<file path="src/rtl/adcrd_pkg.sv">
package adcrd_pkg;

  // Controller phase: idle with chip select high, clocking bits, or
  // waiting for the falling edge that follows the last sampled bit.
  typedef enum logic [1:0] {
    ST_IDLE = 2'd0,
    ST_RUN  = 2'd1,
    ST_LAST = 2'd2
  } adcrd_state_e;

endpackage

</file>
<file path="src/rtl/adcrd_sync.sv">
module adcrd_sync #(
  parameter int   STAGES    = 2,
  parameter logic RESET_VAL = 1'b1
) (
  input  logic clk,
  input  logic rst_n,
  input  logic d,
  output logic q
);

  logic [STAGES-1:0] chain_q;
  logic [STAGES-1:0] chain_d;

  generate
    if (STAGES == 1) begin : g_single
      always_comb chain_d = d;
    end else begin : g_multi
      always_comb chain_d = {chain_q[STAGES-2:0], d};
    end
  endgenerate

  always_ff @(posedge clk or negedge rst_n) begin
    if (!rst_n) chain_q <= {STAGES{RESET_VAL}};
    else        chain_q <= chain_d;
  end

  assign q = chain_q[STAGES-1];

endmodule

</file>
<file path="src/rtl/adcrd_sclk_gen.sv">
module adcrd_sclk_gen #(
  parameter int HALF_DIV = 27
) (
  input  logic clk,
  input  logic rst_n,
  input  logic run,
  output logic sclk,
  output logic rise_evt,
  output logic fall_evt
);

  localparam int DCW = (HALF_DIV > 1) ? $clog2(HALF_DIV) : 1;

  logic [DCW-1:0] div_q, div_d;
  logic           sclk_q, sclk_d;
  logic           term;

  always_comb begin
    term     = run && (div_q == DCW'(HALF_DIV - 1));
    rise_evt = term && !sclk_q;
    fall_evt = term && sclk_q;
    div_d    = div_q;
    sclk_d   = sclk_q;
    if (!run) begin
      div_d  = '0;
      sclk_d = 1'b0;
    end else if (term) begin
      div_d  = '0;
      sclk_d = !sclk_q;
    end else begin
      div_d  = div_q + DCW'(1);
    end
  end

  always_ff @(posedge clk or negedge rst_n) begin
    if (!rst_n) begin
      div_q  <= '0;
      sclk_q <= 1'b0;
    end else begin
      div_q  <= div_d;
      sclk_q <= sclk_d;
    end
  end

  assign sclk = sclk_q;

  // a clock phase holds until the divider reaches its terminal count
  a_r2_phase_hold: assert property (@(posedge clk) disable iff (!rst_n)
    (run && $past(run) && !term) |=> $stable(sclk_q));

  // clock is parked low whenever the generator is stopped
  a_r2_park_low: assert property (@(posedge clk) disable iff (!rst_n)
    !run |=> !sclk_q);

endmodule

</file>
<file path="src/rtl/adcrd_capture.sv">
module adcrd_capture #(
  parameter int DW        = 16,
  parameter int NULL_EDGE = 6,
  parameter int CW        = 6
) (
  input  logic          clk,
  input  logic          rst_n,
  input  logic          clear,
  input  logic          rise_evt,
  input  logic          din,
  input  logic [CW-1:0] last_edge,
  output logic          hit_last,
  output logic          null_bit,
  output logic [DW-1:0] fwd_word,
  output logic [DW-1:0] rep_word
);

  localparam int FWD_FIRST = NULL_EDGE + 1;
  localparam int FWD_LAST  = NULL_EDGE + DW;
  localparam int REP_LAST  = FWD_LAST + DW - 1;

  logic [CW-1:0] edge_q, edge_d, edge_inc;
  logic          null_q, null_d;
  logic [DW-1:0] fwd_q, fwd_d;
  logic [DW-2:0] rep_q, rep_d;

  always_comb begin
    edge_inc = edge_q + CW'(1);
    edge_d   = edge_q;
    null_d   = null_q;
    fwd_d    = fwd_q;
    rep_d    = rep_q;
    if (clear) begin
      edge_d = '0;
      null_d = 1'b0;
      fwd_d  = '0;
      rep_d  = '0;
    end else if (rise_evt) begin
      edge_d = edge_inc;
      if (edge_inc == CW'(NULL_EDGE))
        null_d = din;
      if ((edge_inc >= CW'(FWD_FIRST)) && (edge_inc <= CW'(FWD_LAST)))
        fwd_d = {fwd_q[DW-2:0], din};
      if ((edge_inc > CW'(FWD_LAST)) && (edge_inc <= CW'(REP_LAST)))
        rep_d = {din, rep_q[DW-2:1]};
    end
  end

  always_ff @(posedge clk or negedge rst_n) begin
    if (!rst_n) begin
      edge_q <= '0;
      null_q <= 1'b0;
      fwd_q  <= '0;
      rep_q  <= '0;
    end else begin
      edge_q <= edge_d;
      null_q <= null_d;
      fwd_q  <= fwd_d;
      rep_q  <= rep_d;
    end
  end

  assign hit_last = rise_evt && !clear && (edge_inc == last_edge);
  assign null_bit = null_q;
  assign fwd_word = fwd_q;
  assign rep_word = {rep_q, fwd_q[0]};

  // the edge counter never runs past the end of the replay phase
  a_r7_edge_bound: assert property (@(posedge clk) disable iff (!rst_n)
    edge_q <= CW'(REP_LAST));

  // a clear always returns the edge count to zero
  a_r9_clear_count: assert property (@(posedge clk) disable iff (!rst_n)
    clear |=> (edge_q == '0));

endmodule

</file>
<file path="src/rtl/adcrd_ctrl.sv">
module adcrd_ctrl
  import adcrd_pkg::*;
#(
  parameter int DW          = 16,
  parameter int HALF_DIV    = 27,
  parameter int IDLE_CYC    = 5,
  parameter int NULL_EDGE   = 6,
  parameter int SYNC_STAGES = 2,
  localparam int NBW        = $clog2(DW + 1)
) (
  input  logic           clk,
  input  logic           rst_n,
  input  logic           start,
  input  logic [NBW-1:0] cfg_nbits,
  input  logic           cfg_replay,
  input  logic           adc_sdo,
  output logic           adc_cs_n,
  output logic           adc_sclk,
  output logic           result_valid,
  output logic [DW-1:0]  result,
  output logic           null_err,
  output logic           replay_err
);

  localparam int REP_LAST = NULL_EDGE + 2 * DW - 1;
  localparam int CW       = $clog2(REP_LAST + 1);
  localparam int ICW      = (IDLE_CYC > 0) ? $clog2(IDLE_CYC + 1) : 1;

  // reset: asynchronous assertion, synchronous release
  logic [1:0] rst_sq;
  logic       rst_i_n;

  always_ff @(posedge clk or negedge rst_n) begin
    if (!rst_n) rst_sq <= 2'b00;
    else        rst_sq <= {rst_sq[0], 1'b1};
  end
  assign rst_i_n = rst_sq[1];

  // datapath instances
  logic          sdo_s;
  logic          run, rise_evt, fall_evt;
  logic          clear, hit_last, null_bit;
  logic [DW-1:0] fwd_word, rep_word;
  logic [CW-1:0] last_edge;

  adcrd_sync #(.STAGES(SYNC_STAGES), .RESET_VAL(1'b1)) u_sync (
    .clk   (clk),
    .rst_n (rst_i_n),
    .d     (adc_sdo),
    .q     (sdo_s)
  );

  adcrd_sclk_gen #(.HALF_DIV(HALF_DIV)) u_sclk (
    .clk      (clk),
    .rst_n    (rst_i_n),
    .run      (run),
    .sclk     (adc_sclk),
    .rise_evt (rise_evt),
    .fall_evt (fall_evt)
  );

  adcrd_capture #(.DW(DW), .NULL_EDGE(NULL_EDGE), .CW(CW)) u_cap (
    .clk       (clk),
    .rst_n     (rst_i_n),
    .clear     (clear),
    .rise_evt  (rise_evt),
    .din       (sdo_s),
    .last_edge (last_edge),
    .hit_last  (hit_last),
    .null_bit  (null_bit),
    .fwd_word  (fwd_word),
    .rep_word  (rep_word)
  );

  // control state
  adcrd_state_e   state_q, state_d;
  logic [NBW-1:0] nb_q, nb_d, eff_nb;
  logic           rpl_q, rpl_d;
  logic           cs_n_q, cs_n_d;
  logic [ICW-1:0] idle_q, idle_d;
  logic           valid_q, valid_d;
  logic [DW-1:0]  res_q, res_d;
  logic           nerr_q, nerr_d;
  logic           rerr_q, rerr_d;

  always_comb begin
    if ((cfg_nbits == '0) || (cfg_nbits > NBW'(DW))) eff_nb = NBW'(DW);
    else                                             eff_nb = cfg_nbits;
  end

  assign run       = (state_q != ST_IDLE);
  assign last_edge = rpl_q ? CW'(REP_LAST) : (CW'(NULL_EDGE) + CW'(nb_q));

  always_comb begin
    state_d = state_q;
    nb_d    = nb_q;
    rpl_d   = rpl_q;
    cs_n_d  = cs_n_q;
    idle_d  = idle_q;
    valid_d = 1'b0;
    res_d   = res_q;
    nerr_d  = nerr_q;
    rerr_d  = rerr_q;
    clear   = 1'b0;
    if (idle_q != '0) idle_d = idle_q - ICW'(1);
    unique case (state_q)
      ST_IDLE: begin
        if (start && (idle_q == '0)) begin
          state_d = ST_RUN;
          cs_n_d  = 1'b0;
          nb_d    = eff_nb;
          rpl_d   = cfg_replay && (eff_nb == NBW'(DW));
          clear   = 1'b1;
        end
      end
      ST_RUN: begin
        if (hit_last) state_d = ST_LAST;
      end
      ST_LAST: begin
        if (fall_evt) begin
          state_d = ST_IDLE;
          cs_n_d  = 1'b1;
          valid_d = 1'b1;
          idle_d  = ICW'(IDLE_CYC);
          res_d   = fwd_word << (NBW'(DW) - nb_q);
          nerr_d  = null_bit;
          rerr_d  = rpl_q && (rep_word != fwd_word);
        end
      end
      default: state_d = ST_IDLE;
    endcase
  end

  always_ff @(posedge clk or negedge rst_i_n) begin
    if (!rst_i_n) begin
      state_q <= ST_IDLE;
      nb_q    <= NBW'(DW);
      rpl_q   <= 1'b0;
      cs_n_q  <= 1'b1;
      idle_q  <= '0;
      valid_q <= 1'b0;
      res_q   <= '0;
      nerr_q  <= 1'b0;
      rerr_q  <= 1'b0;
    end else begin
      state_q <= state_d;
      nb_q    <= nb_d;
      rpl_q   <= rpl_d;
      cs_n_q  <= cs_n_d;
      idle_q  <= idle_d;
      valid_q <= valid_d;
      res_q   <= res_d;
      nerr_q  <= nerr_d;
      rerr_q  <= rerr_d;
    end
  end

  assign adc_cs_n     = cs_n_q;
  assign result_valid = valid_q;
  assign result       = res_q;
  assign null_err     = nerr_q;
  assign replay_err   = rerr_q;

  // no data clock activity while deselected
  a_r2_sclk_low_idle: assert property (@(posedge clk) disable iff (!rst_i_n)
    adc_cs_n |-> !adc_sclk);

  // strobe coincides with the chip-select rise
  a_r8_valid_at_cs_rise: assert property (@(posedge clk) disable iff (!rst_i_n)
    $rose(adc_cs_n) |-> result_valid);

  // strobe lasts one cycle
  a_r8_valid_pulse: assert property (@(posedge clk) disable iff (!rst_i_n)
    result_valid |=> !result_valid);

  // a new conversion only begins once the idle gap has run out
  a_r3_gap_done: assert property (@(posedge clk) disable iff (!rst_i_n)
    $fell(adc_cs_n) |-> ($past(idle_q) == '0));

  // latched configuration is frozen while clocking bits
  a_r9_cfg_frozen: assert property (@(posedge clk) disable iff (!rst_i_n)
    (state_q != ST_IDLE) |=> ($stable(nb_q) && $stable(rpl_q)));

endmodule

</file>
<file path="config.mk">
export PLATFORM = sky130hd
export DESIGN_NAME = adcrd_ctrl
export DESIGN_NICKNAME = d
export VERILOG_FILES = /design/src/rtl/adcrd_pkg.sv /design/src/rtl/adcrd_sync.sv /design/src/rtl/adcrd_sclk_gen.sv /design/src/rtl/adcrd_capture.sv /design/src/rtl/adcrd_ctrl.sv
export SDC_FILE = /design/constraint.sdc
export NUM_CORES = 1
export LEC_CHECK = 0
export ABC_CLOCK_PERIOD_IN_PS = 6100
export BUFFER_PORTS_ARGS = -buffer_cell sky130_fd_sc_hd__buf_2
export CAP_MARGIN = 20
export CORE_AREA = 2 2 93 95
export CTS_CLUSTER_DIAMETER = 120
export DETAILED_ROUTE_END_ITERATION = 10
export DIE_AREA = 0 0 95 97
export HOLD_SLACK_MARGIN = 0.15
export PLACE_DENSITY = 0.81
export SYNTH_ARGS = -nofsm -noshare
export SYNTH_HDL_FRONTEND = slang
export SYNTH_SLANG_ARGS = --single-unit
export TNS_END_PERCENT = 30
</file>
<file path="constraint.sdc">
create_clock -name clk -period 6.1 [get_ports clk]
set_input_delay 0.305 -clock clk [delete_from_list [all_inputs] [get_ports clk]]
set_output_delay 0.305 -clock clk [all_outputs]
set_load 0.01 [all_outputs]
</file>
### After elaboration in Yosys (flattened, before gate mapping)

Index checks and enable logic that the tools add are counted.

* register bits: 79
* latch bits: 0
* RAM bits: 0
* bits in read-only memories: 0
* input port bits: 10
* word-level logic and storage cells: 100
* memories: 0

* $add $sub $neg: 5
* $mul: 0
* div/mod/pow operators: 0
* order comparisons: 5
* equality and inequality tests: 11
* shift-type cells: 1
* muxes and demuxes: 31
* bitwise logic cells: 0
* reductions and logical operators: 30

Operator list (count)
* $mux 16: 3
* $mux 15: 3
* $mux 6: 3
* $shl 16x5->16: 1
* $mux 5: 3
* $ne 15x15->1: 1
* $reduce_bool 2->1: 6
* $mux 1: 11
* $eq 5x5->1 const B: 2
* $logic_and 1x1->1: 10
* $reduce_and 2->1: 5
* $mux 3: 3
* $ne 2x2->1 const B: 4
* $add 3x5->6 const A: 1
* $add 6x1->6 const B: 1
* $eq 6x3->1 const B: 1
* $eq 6x6->1: 1
* $ge 6x3->1 const B: 1
* $gt 6x5->1 const B: 1
* $le 6x5->1 const B: 1
* $le 6x6->1 const B: 1
* $mux 2: 3
* $pmux 2 s3: 1
* $reduce_and 3->1: 2
* other kinds (13): 14

### Depth between registers and ports, before layout

* depth in word-level cells: 9
* mapped depth: 11
* mapped depth without buffers: 8

### By module

From an unflattened synthesis, not the netlist that was laid out.

* cells, all modules: 433
* area total of the unflattened synthesis: 4729.5 µm²

Modules (own cells, without submodules)
* adcrd_ctrl: times used 1, cells an instance 231, area each 2373.5 µm²
* adcrd_capture: times used 1, cells an instance 172, area each 1980.6 µm²
* adcrd_sclk_gen: times used 1, cells an instance 28, area each 322.8 µm²
* adcrd_sync: times used 1, cells an instance 2, area each 52.6 µm²

### Least setup slack after synthesis

OpenSTA, ideal clock, no wires.

* path kind: register -> register
* from: register nb_q[0]
* to: register res_q[14], in the netlist result[14]
* library setup time: 0.121 ns
* data arrival time: 2.281 ns
* required time: 5.979 ns
* slack: 3.698 ns
* stages on the path, launching flop included: 11
* period minus slack after synthesis: 2.402 ns
* path through: dfrtp_1 -> buf_2 -> inv_1 -> ha_1 -> buf_2 -> mux2_2 -> mux2i_1 -> nor2_1 -> a211oi_1 -> a21oi_1 -> a22o_1

* word-level cells in the longest chain between the ends: 2

Ends and longest elaborated chain
* start, declared: RTL line adcrd_ctrl.sv:77 `logic [NBW-1:0] nb_q, nb_d, eff_nb;`
* start signal, assigned: RTL line adcrd_ctrl.sv:137 `nb_q <= NBW'(DW);`
* start signal, assigned: RTL line adcrd_ctrl.sv:147 `nb_q <= nb_d;`
* $sub 5x5->5: RTL line adcrd_ctrl.sv:125 `res_d = fwd_word << (NBW'(DW) - nb_q);`
* $shl 16x5->16: RTL line adcrd_ctrl.sv:125
* end signal, assigned: RTL line adcrd_ctrl.sv:152 `res_q <= res_d;`
* end, declared: RTL line adcrd_ctrl.sv:82 `logic [DW-1:0] res_q, res_d;`

No other way between the ends.
A chain may end at the register's enable or synchronous reset.

### Final worst setup path

* from: register nb_q[0]
* to: register res_q[15], in the netlist result[15]

The elaborated chain is that of the path after synthesis.

==> flow_summary.json <==
{
  "outcome": "finished, final reports clean",
  "gp_congestion": 0.875,
  "yosys-top-cells-count": "nand2_1 (102), dfrtp_1 (75), o21ai_0 (43)",
  "ir_drop_v": 0.000104,
  "synthCells": 461,
  "core_area_sq_mm": 0.00813,
  "grt_pass1_wl_microns": 15300,
  "cp_top_family": "flip-flops",
  "die_h_microns": 97,
  "final_cell_count_no_fill": 593,
  "start_util": 0.542,
  "area_delta_synth_final_pct": 8.72,
  "drive_gt1_frac": 0.172,
  "cts.sinks": 79,
  "syn-cell-area_sq_mm": 0.00441,
  "final_util": 0.589,
  "required_ps": 6350,
  "crit_slowest_cell": "dfrtp_1",
  "synth_warnings": 0,
  "end_kind": "flop",
  "min_period_ps": 3300,
  "drc_errors": 0,
  "avgSynthCellArea_sq_um": 9.56,
  "vias": 3388,
  "diodes": 0,
  "ys_types": 52,
  "setup_viol": 0,
  "insertion_delay_ps": 360,
  "cts-resized-gates": 0,
  "cts_buffer_depth": 2,
  "reg2reg_from": "nb_q[0]",
  "min_from": "cfg_nbits[2]",
  "dp_hpwl_microns": 6300,
  "cts_root_buf": "clkbuf_8",
  "p_per_area_mw_per_mm2": 195,
  "cp_slowest_stage_delay_ps": 890,
  "overflow": 0,
  "timing_hold_violations_final": 0,
  "max_cap_violations": 0,
  "worstMarginPinSlew_ps": 962,
  "maxSlewViolCount": 0,
  "grt_max_degree": 78,
  "wl_microns": 8970,
  "synth_top_area_share": 0.426,
  "ios": 31,
  "yosysTopAreaCell": "dfrtp_1",
  "whs_ps": 182,
  "die_w_microns": 95,
  "drt_iter0_drc": 197,
  "cts_tree": "yes",
  "dpl.cell_count": 574,
  "layout.nets": 505,
  "track_usage": 0.208,
  "critPathMaxFanout": 22,
  "wl_per_cell_microns": 15.1,
  "synth_area_leaders": "dfrtp_1 (43%), nand2_1 (8.7%), o21ai_0 (4.9%)",
  "synth-edff-count": 0,
  "grt_pass1_vias": 3269,
  "cp_num_buf_inv": 1,
  "detailedRoute.firstPassIterationCount": 4,
  "floorplan.rows": 33,
  "antenna_found_initial": 0,
  "cp-start-kind": "flop",
  "synth_most_common_cell": "nand2_1",
  "fmax_mhz": 303,
  "n_fill_cell": 691,
  "ctsHtreeMaxLevel": 3,
  "numPortBuffers": 30,
  "viasPerCell": 5.71,
  "numCtsBuffers": 9,
  "synthArstFlopShare": 1.00,
  "clk_pin_slew_worst_paths_ps": 80,
  "finClkSkew_ps": 9.85,
  "setup_tns_ps": 0,
  "holdCritPathClass": "input pin to flop",
  "period_share": 0.541,
  "synth_nets": 483,
  "ant_nets": 0,
  "synth-seq-cells": 79,
  "power_leakage_nw": 2.16,
  "crit_type": "flop to flop",
  "synth_top_flop_cell": "dfrtp_1",
  "crit_chain": "inv_1 > ha_1 > mux2_2 > o21ai_0 > o21a_1 > nand2_1 > a32o_1",
  "crit_arrival_ps": 3550,
  "grt_setup_unrepaired": "no",
  "seq_area_frac_synth": 0.450,
  "die_area_sq_mm": 0.00922,
  "cp-startpoint": "nb_q[0]",
  "slew_headroom": 0.359
}
## sequential cells by signal, indices dropped and copies added (netlist names), 2 cells and up
register        count
u_sync.chain_q      2
u_cap.edge_q        6
rst_sq              2
u_cap.rep_q        15
nb_q                5
state_q             2
u_cap.fwd_word     16
result             16
idle_q              3
u_sclk.div_q        5
## worst reg2reg max path, stage by stage, from the launching register on
cell,delay (ps)
dfrtp_1,890
inv_1,270
ha_1,800
mux2_2,410
o21ai_0,310
o21a_1,200
nand2_1,50
a32o_1,260
## placed cells by master, fill, tap and decap left out, drive strengths merged, types with 3 or more instances in the layout
cell	instances
nand2	102
dfrtp	75
o21ai	55
buf	33
nor2	24
xnor2	23
nand3	16
inv	12
xor2	12
mux2i	12
a21oi	12
ha	12
clkbuf	10
mux4	8
nor3	7
a22o	7
a211oi	5
nor4	5
o21a	4
mux2	4
dfstp	4
nor2b	3
a31oi	3
nor3b	3
nand2b	3
nand4	3
clkinv	3
## final cells by class
| class | count | area [sq um] | share of cell area |
|---|---|---|---|
| clock buffer | 10 | 138 | 0.0287 |
| clock inverter | 6 | 60.1 | 0.0125 |
| inverter | 12 | 45.0 | 0.00940 |
| multi-input combinational | 346 | 2240 | 0.467 |
| sequential | 79 | 1990 | 0.414 |
| tap | 105 | 131 | 0.0274 |
| timing repair buffer | 35 | 193 | 0.0402 |
## routing by layer
layer / up-vias / GRT usage / wire, microns / share of wire
li1: 1643 / - / - / -
met1: 1649 / 0.277 / 3950 / 0.44
met2: 79 / 0.335 / 4440 / 0.50
met3: 17 / 0.0389 / 361 / 0.040
met4: 0 / 0.0825 / 208 / 0.023
met5: - / 0 / 0 / 0
## through the flow
step	power (mW)	setup WS, ps	instance area, sq um
after detailed placement	0.552	2840	4570
after floorplan	0.545	3700	4410
final	0.932	2800	4790
after global placement	0.551	2910	4570
after global routing	0.967	2500	4790
after CTS	0.940	2810	4780
## final timing paths
path	cells past startpoint	slack [ps]	endpoint
max in group asynchronous	0	4990	u_cap.edge_q[5]
hold / removal	3	180	nb_q[2]
setup / recovery	7	2800	result[15]
min in group asynchronous	2	240	rst_sq[1]
hold reg to reg	0	360	rst_sq[1]
setup reg to reg	7	2800	result[15]
## report_power, final
group,total (mW),switching (mW),internal (mW)
combinational,0.00661,0.00289,0.00371
sequential,0.535,0.00985,0.525
clock,0.390,0.193,0.198
total,0.932,0.205,0.727
## cells by family after synthesis
group                      synth area share
other                              0.000851
muxes                                0.0784
adders and majority gates            0.0341
xor gates and xnor gates             0.0696
and+or+nand+nor                       0.186
buffers and inverters                0.0423
DFF                                   0.450
AOI/OAI and AO/OA                     0.139
## timing repair
action	CTS	global route
setup buffers	0	0
hold endpoints to repair	3	0
hold buffers	2	0
(Power assumes the default switching activity.)
